--- config.mk ---
export PLATFORM = sky130hd
export DESIGN_NAME = sai_word_capture
export DESIGN_NICKNAME = d
export VERILOG_FILES = /design/src/rtl/sai_pkg.sv /design/src/rtl/sai_sync.sv /design/src/rtl/sai_bit_strobe.sv /design/src/rtl/sai_slot_shift.sv /design/src/rtl/sai_word_capture.sv
export SDC_FILE = /design/constraint.sdc
export NUM_CORES = 1
export LEC_CHECK = 0
export BUFFER_PORTS_ARGS = -buffer_cell sky130_fd_sc_hd__buf_2
export CAP_MARGIN = 20
export CORE_MARGIN = 5
export CORE_UTILIZATION = 65
export DETAILED_ROUTE_END_ITERATION = 10
export PLACE_DENSITY = 0.85
export SYNTH_ARGS = -nofsm -noshare
export SYNTH_HDL_FRONTEND = slang
export SYNTH_SLANG_ARGS = --single-unit
--- constraint.sdc ---
create_clock -name clk_i -period 5.05 [get_ports clk_i]
set_input_delay 0.2525 -clock clk_i [delete_from_list [all_inputs] [get_ports clk_i]]
set_output_delay 0.2525 -clock clk_i [all_outputs]
set_load 0.05 [all_outputs]
--- src/rtl/sai_pkg.sv ---
package sai_pkg;
  typedef enum logic [1:0] {
    FMT_LJ   = 2'd0,
    FMT_I2S  = 2'd1,
    FMT_RJ   = 2'd2,
    FMT_LJ_B = 2'd3
  } sai_fmt_e;
endpackage

--- src/rtl/sai_sync.sv ---
module sai_sync #(
  parameter int W      = 3,
  parameter int STAGES = 2
) (
  input  logic         clk_i,
  input  logic         rst_ni,
  input  logic [W-1:0] d_i,
  output logic [W-1:0] q_o
);
  logic [W-1:0] stg_q [STAGES];

  always_ff @(posedge clk_i or negedge rst_ni) begin
    if (!rst_ni) begin
      for (int i = 0; i < STAGES; i++) stg_q[i] <= '0;
    end else begin
      stg_q[0] <= d_i;
      for (int i = 1; i < STAGES; i++) stg_q[i] <= stg_q[i-1];
    end
  end

  assign q_o = stg_q[STAGES-1];
endmodule

--- src/rtl/sai_bit_strobe.sv ---
module sai_bit_strobe
  import sai_pkg::*;
(
  input  logic       clk_i,
  input  logic       rst_ni,
  input  logic       sck_s_i,
  input  logic       ws_s_i,
  input  logic       sd_s_i,
  input  logic [1:0] fmt_i,
  output logic       stb_o,
  output logic       bit_o,
  output logic       left_o
);
  logic sck_q, ws_q;
  logic rise;

  assign rise = sck_s_i & ~sck_q;

  always_ff @(posedge clk_i or negedge rst_ni) begin
    if (!rst_ni) begin
      sck_q  <= 1'b0;
      ws_q   <= 1'b1;
      stb_o  <= 1'b0;
      bit_o  <= 1'b0;
      left_o <= 1'b0;
    end else begin
      sck_q <= sck_s_i;
      stb_o <= rise;
      if (rise) begin
        ws_q  <= ws_s_i;
        bit_o <= sd_s_i;
        // I2S: the bit at a ws change still belongs to the previous slot
        left_o <= (sai_fmt_e'(fmt_i) == FMT_I2S) ? ~ws_q : ws_s_i;
      end
    end
  end
endmodule

--- src/rtl/sai_slot_shift.sv ---
module sai_slot_shift
  import sai_pkg::*;
#(
  parameter int WORD_W = 24
) (
  input  logic              clk_i,
  input  logic              rst_ni,
  input  logic              stb_i,
  input  logic              bit_i,
  input  logic              left_i,
  input  logic [1:0]        fmt_i,
  input  logic [1:0]        res_i,
  output logic              done_o,
  output logic              done_left_o,
  output logic [WORD_W-1:0] done_word_o
);
  localparam int CW = $clog2(WORD_W + 1);

  logic [WORD_W-1:0] sr_q;
  logic [CW-1:0]     cnt_q;
  logic              cur_left_q, started_q, armed_q;
  logic              is_rj;
  logic [CW-1:0]     nres;
  logic [WORD_W-1:0] mask, fmt_word;

  assign is_rj = (sai_fmt_e'(fmt_i) == FMT_RJ);

  always_comb begin
    case (res_i)
      2'd0:    nres = CW'(WORD_W - 8);
      2'd1:    nres = CW'(WORD_W - 4);
      default: nres = CW'(WORD_W);
    endcase
    mask = {WORD_W{1'b1}} >> (WORD_W - int'(nres));
    if (is_rj) fmt_word = (sr_q & mask) << (WORD_W - int'(nres));
    else       fmt_word = sr_q << (WORD_W - int'(cnt_q));
  end

  always_ff @(posedge clk_i or negedge rst_ni) begin
    if (!rst_ni) begin
      sr_q        <= '0;
      cnt_q       <= '0;
      cur_left_q  <= 1'b0;
      started_q   <= 1'b0;
      armed_q     <= 1'b0;
      done_o      <= 1'b0;
      done_left_o <= 1'b0;
      done_word_o <= '0;
    end else begin
      done_o <= 1'b0;
      if (stb_i) begin
        started_q  <= 1'b1;
        cur_left_q <= left_i;
        if (started_q && (left_i != cur_left_q)) begin
          done_o      <= armed_q;  // first slot after reset is partial
          done_left_o <= cur_left_q;
          done_word_o <= fmt_word;
          armed_q     <= 1'b1;
          sr_q        <= {{(WORD_W-1){1'b0}}, bit_i};
          cnt_q       <= CW'(1);
        end else begin
          if (is_rj || (cnt_q < CW'(WORD_W))) sr_q <= {sr_q[WORD_W-2:0], bit_i};
          if (cnt_q < CW'(WORD_W)) cnt_q <= cnt_q + 1'b1;
        end
      end
    end
  end
endmodule

--- src/rtl/sai_word_capture.sv ---
module sai_word_capture #(
  parameter int WORD_W      = 24,
  parameter int SYNC_STAGES = 2
) (
  input  logic              clk_i,
  input  logic              rst_ni,
  input  logic              sck_i,
  input  logic              ws_i,
  input  logic              sd_i,
  input  logic [1:0]        fmt_i,
  input  logic [1:0]        res_i,
  output logic [WORD_W-1:0] left_o,
  output logic [WORD_W-1:0] right_o,
  output logic              valid_o
);
  logic [2:0]        raw, syn;
  logic              stb, bit_v, bit_left;
  logic              done, done_left;
  logic [WORD_W-1:0] done_word, lbuf_q;
  logic              lhave_q;

  assign raw = {sck_i, ws_i, sd_i};

  sai_sync #(.W(3), .STAGES(SYNC_STAGES)) u_sync (
    .clk_i (clk_i),
    .rst_ni(rst_ni),
    .d_i   (raw),
    .q_o   (syn)
  );

  sai_bit_strobe u_strobe (
    .clk_i  (clk_i),
    .rst_ni (rst_ni),
    .sck_s_i(syn[2]),
    .ws_s_i (syn[1]),
    .sd_s_i (syn[0]),
    .fmt_i  (fmt_i),
    .stb_o  (stb),
    .bit_o  (bit_v),
    .left_o (bit_left)
  );

  sai_slot_shift #(.WORD_W(WORD_W)) u_slot (
    .clk_i      (clk_i),
    .rst_ni     (rst_ni),
    .stb_i      (stb),
    .bit_i      (bit_v),
    .left_i     (bit_left),
    .fmt_i      (fmt_i),
    .res_i      (res_i),
    .done_o     (done),
    .done_left_o(done_left),
    .done_word_o(done_word)
  );

  always_ff @(posedge clk_i or negedge rst_ni) begin
    if (!rst_ni) begin
      lbuf_q  <= '0;
      lhave_q <= 1'b0;
      left_o  <= '0;
      right_o <= '0;
      valid_o <= 1'b0;
    end else begin
      valid_o <= 1'b0;
      if (done) begin
        if (done_left) begin
          lbuf_q  <= done_word;
          lhave_q <= 1'b1;
        end else if (lhave_q) begin
          left_o  <= lbuf_q;
          right_o <= done_word;
          valid_o <= 1'b1;
          lhave_q <= 1'b0;
        end
      end
    end
  end
endmodule

-- Word level (Yosys, flattened, before mapping)
Index checks and enable logic that the tools add are counted.
- register bits after elaboration: 143
- add/subtract/negate cells: 3
- magnitude comparators: 1
- equal/unequal tests: 4
- shift-type cells: 3
- muxes and demuxes: 13
- bitwise operators: 5
- reductions and logical operators: 10
- operators with widths (operator ; number):
    $mux W24 ; 3
    $shl A24 B32 Y24 ; 2
    $shr A24 B32 Y24 const A ; 1
    $and A24 B24 Y24 ; 1
    $sub A5 B5 Y6 const A ; 2
    $mux W5 ; 2
    $pmux W4 S2 ; 1
    $reduce_and A2 Y1 ; 4
    $mux W1 ; 7
    $add A5 B1 Y5 const B ; 1
    $lt A5 B5 Y1 const B ; 1
    $eq A2 B1 Y1 const B ; 2
    $reduce_bool A2 Y1 ; 2
    $not A1 Y1 ; 3
    $reduce_and A3 Y1 ; 1
    $eq A2 B2 Y1 const B ; 1
    $logic_not A2 Y1 ; 1
    $and A1 B1 Y1 ; 1
    $logic_and A1 B1 Y1 ; 1
    $logic_or A1 B1 Y1 ; 1
    $ne A1 B1 Y1 ; 1

-- Logic depth before layout (Yosys ltp)
Gate-level depths: netlist (run 1).
- word-level depth: 7
- mapped depth: 12
- depth with buffers taken out: 8

-- By module
A second synthesis (run 1) with hierarchy kept.
- cells, all modules: 661
- area, all modules: 7509.7 µm²
- by module, submodules not included (module ; instances ; cells an instance ; area an instance (µm²)):
    sai_slot_shift ; 1 ; 480 ; 4352.9
    sai_word_capture ; 1 ; 158 ; 2782.7
    sai_bit_strobe ; 1 ; 14 ; 201.4
    sai_sync ; 1 ; 9 ; 172.7

-- Worst setup path before layout (run 1)
No wires, ideal clock.
- path kind: register to register
- start point: register u_slot.cnt_q[0]
- end point: register u_slot.done_word_o[12]
- library setup time: 119 ps
- arrival time: 2594 ps
- data required time: 4931 ps
- setup slack: 2337 ps
- stages on the path, launching flop included: 11
- path buffers: 3
- clock period less this slack: 2713 ps
- path through: dfrtp_1 inv_1 buf_2 buf_2 ha_1 buf_2 xor2_2 mux4_2 a22oi_1 o311ai_1 o21a_1
- cells in the longest elaborated chain, start to end: 3
- ends and longest elaborated chain (element ; RTL line ; source):
    start, declared ; sai_slot_shift.sv:20 ; logic [CW-1:0] cnt_q;
    start signal, assigned ; sai_slot_shift.sv:63 ; if (cnt_q < CW'(WORD_W)) cnt_q <= cnt_q + 1'b1;
    $sub A5 B5 Y6 ; sai_slot_shift.sv:36 ; else fmt_word = sr_q << (WORD_W - int'(cnt_q));
    $shl A24 B32 Y24 ; sai_slot_shift.sv:36 ;
    $mux W24 ; sai_slot_shift.sv:35 ; if (is_rj) fmt_word = (sr_q & mask) << (WORD_W - int'(nres));
    end signal, assigned ; sai_slot_shift.sv:57 ; done_word_o <= fmt_word;
    end, declared ; sai_slot_shift.sv:15 ; output logic [WORD_W-1:0] done_word_o
No other way between the ends.
A chain may end at the register's enable or synchronous reset.

-- Worst setup path in the final report (run 1)
- start point: register u_slot.cnt_q[0]
- end point: register u_slot.done_word_o[15]
The elaborated chain is that of the path after synthesis.

==> results.md, run 1 <==
- The worst setup path is of the reg -> reg kind.
- The die footprint is 13600 µm².
- Once layout is complete, the utilization of the core stands at 74.3%.
- The worst hold path belongs to the class in -> reg.
- The synthesized area per cell is 9.08 µm².
- The buffer depth of the longest clock path is 2.
- In this run the core area contains 39 standard-cell rows.
- The number of vias per cell after detailed routing is 6.47.
- Based on the critical path, the design can be clocked at up to 263 MHz.
- The design internal power is 3.00 mW.
- For this block, the initial DRC count from the detailed router was 752.
- The routability-driven placement congestion ratio is 0.972.
- The switching power is 2.43 mW.
- The startpoint type of the worst setup path is a register.
- The die is 117 µm wide.
- Setup repair after global routing left no endpoint under its margin.
- Buffers inserted during clock tree synthesis total 17.
- The worst path arrival time is 4.10 ns.
- The detailed-route wire length is 21000 µm.
- The number of pins exceeding their max-slew limit in the final report is 0.
- The count of buffers added on input and output ports is 57.
- In this run the number of H-tree levels came out at 4.
- The max capacitance violation total is 0.
- In this design, the stage delay of the slowest critical-path cell is 0.69 ns.
- Counting every sink on the clock net gives 143.
- The number of diodes added for antenna fixing is 0.
- In this run the worst path has a maximum fanout of 33.
- The part of the total power dissipated in sequential elements is 32.7%.
- The floorplan step defined a core boundary enclosing 11300 µm².
- The number of library cell types mapped by synthesis is 69.
- The cell that appears most often on the critical path is a21oi_1.
- The number of nets in the layout is 854.
- The first detailed-routing pass took 6 iterations.
- The total setup buffers inserted after CTS is 0.
- Summed over all failing endpoints, the final setup total negative slack is 0 ns.
- Cells with a size suffix above 1 make up 17.5% of the layout.
- Once placement completed, the tool counted placed cells totaling 962.
- The total number of vias is 6457.
- The count of hold buffers inserted by post-cts repair is 4.
- Yosys printed 0 warnings.
- The clock share of power is 24.8%.
- The starting density of the core is 65.7%.
- STA puts the critical path data required time at 5.35 ns.
- Synthesis inferred 143 register bits.
- After clock tree synthesis, the clock-pin slew on the worst setup and hold paths is 0.06 ns.
- Once layout is complete, the cells apart from fillers number 998.
- The portion of total power attributed to combinational logic is 42.5%.
- The cell area power density is 649 nW/µm².
- The main flop type after synthesis is dfrtp_1.
- For this design the static power due to leakage is 3.93 nW.
- The actual transition at the worst max-transition pin is 1.12 ns.
- Among all stages on the critical path, the largest delay is contributed by dfrtp_1.
- Detailed placement ended at an HPWL of 14200 µm.
- The clock tree from TritonCTS is yes.
- The headroom to the max-slew limit is 23.1%.
- The proportion of register bits with asynchronous set or reset after synthesis is 100%.
- Across the routed clock network, the largest skew measured is 0.0133 ns.
- Counting every instance in the synthesized netlist gives 816.
- The net count after synthesis is 827.
- The root buffer cell chosen for the clock tree is clkbuf_16.
- The clock latency on the worst-skew pair is 0.43 ns.
- The routed design could run at a clock period as short as 3.80 ns.
- The remaining global-route overflow is 0.
- The count of nets left with antenna violations once routing finished came out at 0.
- The wire length of the first global-routing pass is 33400 µm.
- The number of failing setup endpoints in the final timing report is 0.
- The share of the clock period used by the worst path after layout is 75.3%.
- The fraction of power spent switching nets is 44.7%.
- The number of global-route vias before repair was 6008.
- The DRC violation count after routing is 0.
- The final number of hold-violating endpoints is 0.
- The worst-case IR drop observed on VDD is 0.458 mV.
- The initial antenna violation count is 0.
- The filler cells instantiated in the layout total 757.
- The floorplan step set the die height to 117 µm.
- Walking the worst path, the cells encountered are inv_1 -> ha_1 -> buf_4 -> clkinv_1 -> a221oi_1 -> a21oi_1 -> mux2i_1 -> a21oi_1 -> a221o_1.
- The run finished with clean final reports.
- The number of gates resized after cts is 0.
- The library cell used most frequently in the layout, excluding fill and tap cells, is nand2_1.
- The mapped netlist covers 7410 µm².
- In the layout the commonest cells are nand2_1 (198), dfrtp_1 (142), buf_2 (56).
- STA classifies the critical path endpoint as a register.
- Entering global routing, the biggest net connects 88 pins.
- The routed wirelength normalized by instance count is 21.1 µm.
- The overall fraction of global-route tracks in use is 32.2%.
- The number of flops mapped to enable cells by yosys is 0.
- For this run, the register share of the synthesized area comes to 48.3%.
- In this run the count of I/O pins placed on the die edge is 58.
- The area overhead of the layout relative to synthesis is 13.0%.
==> layer usage <==
layer | routed length, µm | global-route usage [%] | up-vias
met2 | 10200 | 51.8 | 339
met4 | 487 | 11.7 | 0
met3 | 1580 | 6.74 | 54
met5 | 0 | 0 | -
met1 | 8800 | 43.3 | 3128
li1 | - | - | 2936
==> state kept, by name (all words and copies together), names as in the netlist, 3 cells and up <==
signal / count
u_slot.cnt_q: 5
u_sync.stg_q: 3
u_slot.done_word_o: 24
right_o: 24
u_slot.sr_q: 24
u_sync.q_o: 3
lbuf_q: 24
left_o: 24
==> stage by stage <==
stage / cell area, µm² / hold WS (ns) / power [mW] / setup WS (ns)
after global placement: 7670 / 0.336 / 3.98 / 1.56
after detailed placement: 7670 / 0.341 / 4.04 / 1.41
after floorplan: 7410 / -0.0431 / 3.42 / 2.34
after global routing: 8370 / 0.271 / 5.70 / 1.01
after CTS: 8340 / 0.261 / 5.40 / 1.42
final: 8370 / 0.261 / 5.43 / 1.25
==> critical path, delay by kind of cell (launching register included) <==
| kind | cells | cell delay [ns] |
|---|---|---|
| compound gates | 4 | 1.03 |
| mux | 1 | 0.25 |
| buf+inv | 3 | 1.29 |
| flops | 1 | 0.69 |
| fa+ha+maj | 1 | 0.41 |
==> worst paths after layout <==
check | from | cells past startpoint | slack, ns | end
min in group asynchronous | rst_ni | 2 | 0.45 | left_o[12]
min | fmt_i[1] | 3 | 0.26 | u_strobe.left_o
min reg2reg | u_sync.stg_q[4] | 0 | 0.35 | u_sync.q_o[1]
max reg2reg | u_slot.cnt_q[0] | 9 | 1.25 | u_slot.done_word_o[15]
max | u_slot.cnt_q[0] | 9 | 1.25 | u_slot.done_word_o[15]
max in group asynchronous | rst_ni | 3 | 3.39 | u_strobe.left_o
==> synthesized netlist by cell type, types with 4 or more instances <==
cell type	count	area, µm²
o21a_1	5	37.5
o311ai_0	4	35.0
mux2i_1	23	230
a21oi_1	44	220
a31oi_1	4	25.0
a221oi_1	6	52.6
a211oi_1	18	135
nand3_1	45	225
clkbuf_1	43	161
nand4_1	5	31.3
o31ai_1	4	30.0
o21ai_0	50	250
nor2b_1	9	56.3
o211ai_1	6	45.0
nor3_1	9	45.0
a32oi_1	12	105
inv_1	31	116
buf_1	5	18.8
mux2_2	32	360
nand2_1	198	743
a22oi_1	11	82.6
buf_2	13	65.1
nor2_1	23	86.3
dfrtp_1	142	3550
buf_6	5	56.3
a2111oi_0	6	52.6
==> logic make-up (layout without fill, tap and decap cells) <==
logic type	after synthesis	after routing	synth area share, %
simple gates	306	306	17.7
compound gates	206	206	19.0
flops	143	143	48.3
buf+inv	100	139	5.81
mux	56	56	8.28
xor+xnor	3	3	0.558
fa+ha+maj	2	2	0.338
==> power by group through the flow <==
stage	registers (mW)	logic (mW)	clock network (mW)
2_1_floorplan	2.08	1.35	0
3_3_place_gp	1.76	2.23	0
3_5_place_dp	1.78	2.25	0
4_1_cts	1.77	2.27	1.36
5_1_grt	1.81	2.48	1.41
6_report	1.78	2.31	1.35
==> cell type report <==
class                           instances  area [µm²]  area share, %
Clock buffer                           17         425           5.08
Multi-Input combinational cell        573        3400           40.6
Timing Repair Buffer                   75         457           5.46
Sequential cell                       143        3580           42.8
Tap cell                              143         179           2.14
Inverter                               33         124           1.48
Clock inverter                         14         208           2.48
Note: power is estimated with default switching activity, not from simulation.
==> run 2, diff against run 1 <==
CORE_UTILIZATION = 60   (was 65)
PLACE_DENSITY = 0.8   (was 0.85)
clock period = 3.9 ns   (was 5.05 ns; I/O delays follow)
==> run 2 against run 1 <==
  * Largest power group unchanged
  * Critical path depth shrank 1
  * Design area shrank 0.54%
  * Routed wire length down 2.4%
  * Combinational power up 30%
  * Sequential share of layout area increased by 0.23 points
  * First-iteration DRC count rose by 18%
  * Global-route usage fell by 3.2 points
  * Sequential power up 28%
  * Total power increased by 25%
  * Final cell count increased by 3.0%
==> results.md, run 2 (synthesized netlist as in run 1, its figures left out) <==
- The critical-path maximum fanout is 18.
- In this run the power density over the cells is 816 nW/µm².
- The number of buffers inserted during clock tree synthesis is 17.
- The number of diodes added for antenna fixing is 0.
- The final route contains 6419 vias.
- Routability-driven placement finished with a final weighted congestion of 1.01.
- The cell depth of the worst setup path is 8.
- The number of global-route vias before repair is 6083.
- STA puts the critical path data required time at 4.20 ns.
- The worst setup slack after placement is 1.05 ns.
- The die is 121 µm wide.
- The clock latency on the worst-skew pair is 0.41 ns.
- The highest clock frequency the design can meet is 343 MHz.
- The total power draw is 6.80 mW.
- Internal power comes to 3.70 mW.
- The initial antenna violation count is 0.
- The number of pins exceeding their max-slew limit in the final report is 0.
- The first detailed-routing pass took 5 iterations.
- STA classifies the critical path endpoint as a register.
- The setup slack of the critical path after layout is 0.986 ns.
- The worst-case vdd ir drop is 0.401 mV.
- After legalization and detailed placement, the total HPWL measured 14100 µm.
- Once the clock tree was built, the setup fixing pass inserted 0 buffers.
- Of the total power, the clock network draws 22.2%.
- The number of violations reported at the end of detailed-routing iteration 0 is 884.
- Setup repair after global routing left no endpoint under its margin.
- Counting instances, the worst hold path has a depth of 3.
- Leaving out fill and tap cells, the most frequent cells in the layout are nand2_1 (198), dfrtp_1 (142), buf_2 (56).
- The setup slack of the worst register-to-register path is 0.99 ns.
- The worst path arrival time is 3.22 ns.
- Leaving out fill and tap cells, the most frequent cell in the layout is nand2_1.
- The kind of cell with the highest combined delay on the critical path is compound AO/OA/AOI/OAI gates.
- Counting along the longest clock path gives a buffer depth of 2.
- Global routing used 29.0% of the available tracks.
- Of the total power, the share spent switching nets is 45.5%.
- The actual transition at the worst max-transition pin is 1.10 ns.
- The setup TNS after final layout is 0 ns.
- The clock tree from TritonCTS is yes.
- Registers take 3580 µm².
- The die footprint is 14700 µm².
- The count of boundary I/O pins is 58.
- The number of nets in the layout is 859.
- The part of the total power dissipated in sequential elements is 33.5%.
- The number of H-tree branching levels is 4.
- The reported leakage power is 3.89 nW.
- Hold timing on the final database bottoms out at a slack of 0.215 ns.
- The number of buffers added on ports is 57.
- The routed wirelength normalized by instance count is 20.0 µm.
- The placement row count is 40.
- The final number of hold-violating endpoints is 0.
- Walking the worst path, the cells encountered are inv_1 -> ha_1 -> xnor2_2 -> buf_4 -> a211oi_1 -> a211oi_1 -> a21oi_1 -> o22a_1.
- The run finished with clean final reports.
- The clock-pin slew reported for the worst setup and hold paths after clock tree synthesis is 0.06 ns.
- The starting density of the core is 61.4%.
- For this run, the share of the core covered by cells in the final layout is 69.0%.
- In the routed layout, each cell is associated on average with a via count of 6.24.
- The fraction of final layout cells sized beyond drive strength 1 is 17.6%.
- The DRC violation count after routing is 0.
- The die span in y is 121 µm.
- The worst setup path is launched from a register.
- In this run, the combinational gates consume 44.3% of the power.
- The detailed-route wire length is 20500 µm.
- The remaining global-route overflow is 0.
- Setup violations remaining at the end of the flow were counted as 0.
- Among the stages of the critical path, the cell type that occurs most often is a211oi_1.
- The final critical path takes up 74.7% of the cycle.
- For this run, the slowest stage of the critical path takes 0.66 ns.
- Summing all multi-input logic gate instances after layout gives 3400 µm².
- The endpoint of the most critical register-to-register path is u_slot.done_word_o[22].
- Counting cells, the worst reg-to-reg path comes to 8.
- The number of buffer and inverter stages on the critical path is 2.
- After floorplanning, the core was sized to cover 12100 µm².
- The tree is rooted in a clkbuf_16.
- The endpoint of the worst hold path is u_strobe.left_o.
- The filler cell count is 912.
- The critical setup path kind is reg -> reg.
- The number of clock sinks is 143.
- Once detail routing completed, the nets flagged for antenna violations numbered 0.
- The max capacitance violation total is 0.
- The routed design could run at a clock period as short as 2.91 ns.
- From synthesis to final layout, the design area changed by 12.4%.
- The clock arrives with 0.00831 ns of skew.
- The type of the most critical hold path is in -> reg.
- The standard cell with the maximum stage delay on the critical path is dfrtp_1.
- The wire length of the first global-routing pass is 33300 µm.
- The largest net degree at the start of global routing is 71.
- The headroom to the max-slew limit is 26.4%.
- The start point of the worst min-delay path is fmt_i[1].
- The worst register-to-register path begins at u_slot.cnt_q[0].
- In this run the power spent charging and discharging nets is 3.10 mW.
- The number of gates resized after cts is 0.
[run 2: worst max path at each step]
stage | from | end | slack (ns)
after global routing | u_slot.cnt_q[0] | u_slot.done_word_o[8] | 0.80
after floorplan | u_slot.cnt_q[0] | u_slot.done_word_o[12] | 1.19
final | u_slot.cnt_q[0] | u_slot.done_word_o[22] | 0.99
after global placement | u_slot.cnt_q[0] | u_slot.done_word_o[23] | 1.05
after detailed placement | u_slot.cnt_q[0] | u_slot.done_word_o[20] | 1.05
after CTS | u_slot.cnt_q[0] | u_slot.done_word_o[20] | 1.04
[run 2: power by group through the flow]
stage | clock [mW] | combinational (mW) | sequential [mW]
2_1_floorplan | 0 | 1.74 | 2.69
3_3_place_gp | 0 | 2.91 | 2.27
3_5_place_dp | 0 | 2.93 | 2.29
4_1_cts | 1.52 | 2.96 | 2.27
5_1_grt | 1.59 | 3.22 | 2.32
6_report | 1.51 | 3.01 | 2.28
[run 2: final cells by class]
cell class / count / share of cell area [%]
Clock inverter: 12 / 1.37
Clock buffer: 19 / 5.20
Tap cell: 168 / 2.52
Inverter: 33 / 1.49
Timing Repair Buffer: 80 / 5.60
Sequential cell: 143 / 43.0
Multi-Input combinational cell: 573 / 40.8
[run 2: worst min-delay path: cells and delay by family]
family,cells,cell delay (ns)
AO/OA/AOI/OAI,2,0.29
buffers and inverters,1,0.10
[run 2: metal layers]
layer	GRT usage, %	up-vias	share of wire, %
met2	46.8	304	48
li1	-	2935	-
met4	8.14	0	2.2
met3	5.97	58	7.1
met1	39.8	3122	42
met5	0	-	0
[run 2: repair_timing]
item                                    CTS  global route
endpoints found under the setup margin    0             0
hold endpoints to repair                 71             0
hold buffers                              4             0
[run 2: per-stage QoR]
step | area [µm²] | instances
floorplan | 7410 | 816
finish | 8330 | 1028
CTS | 8330 | 1028
global route | 8330 | 1028
global placement | 7730 | 991
detailed placement | 7740 | 993
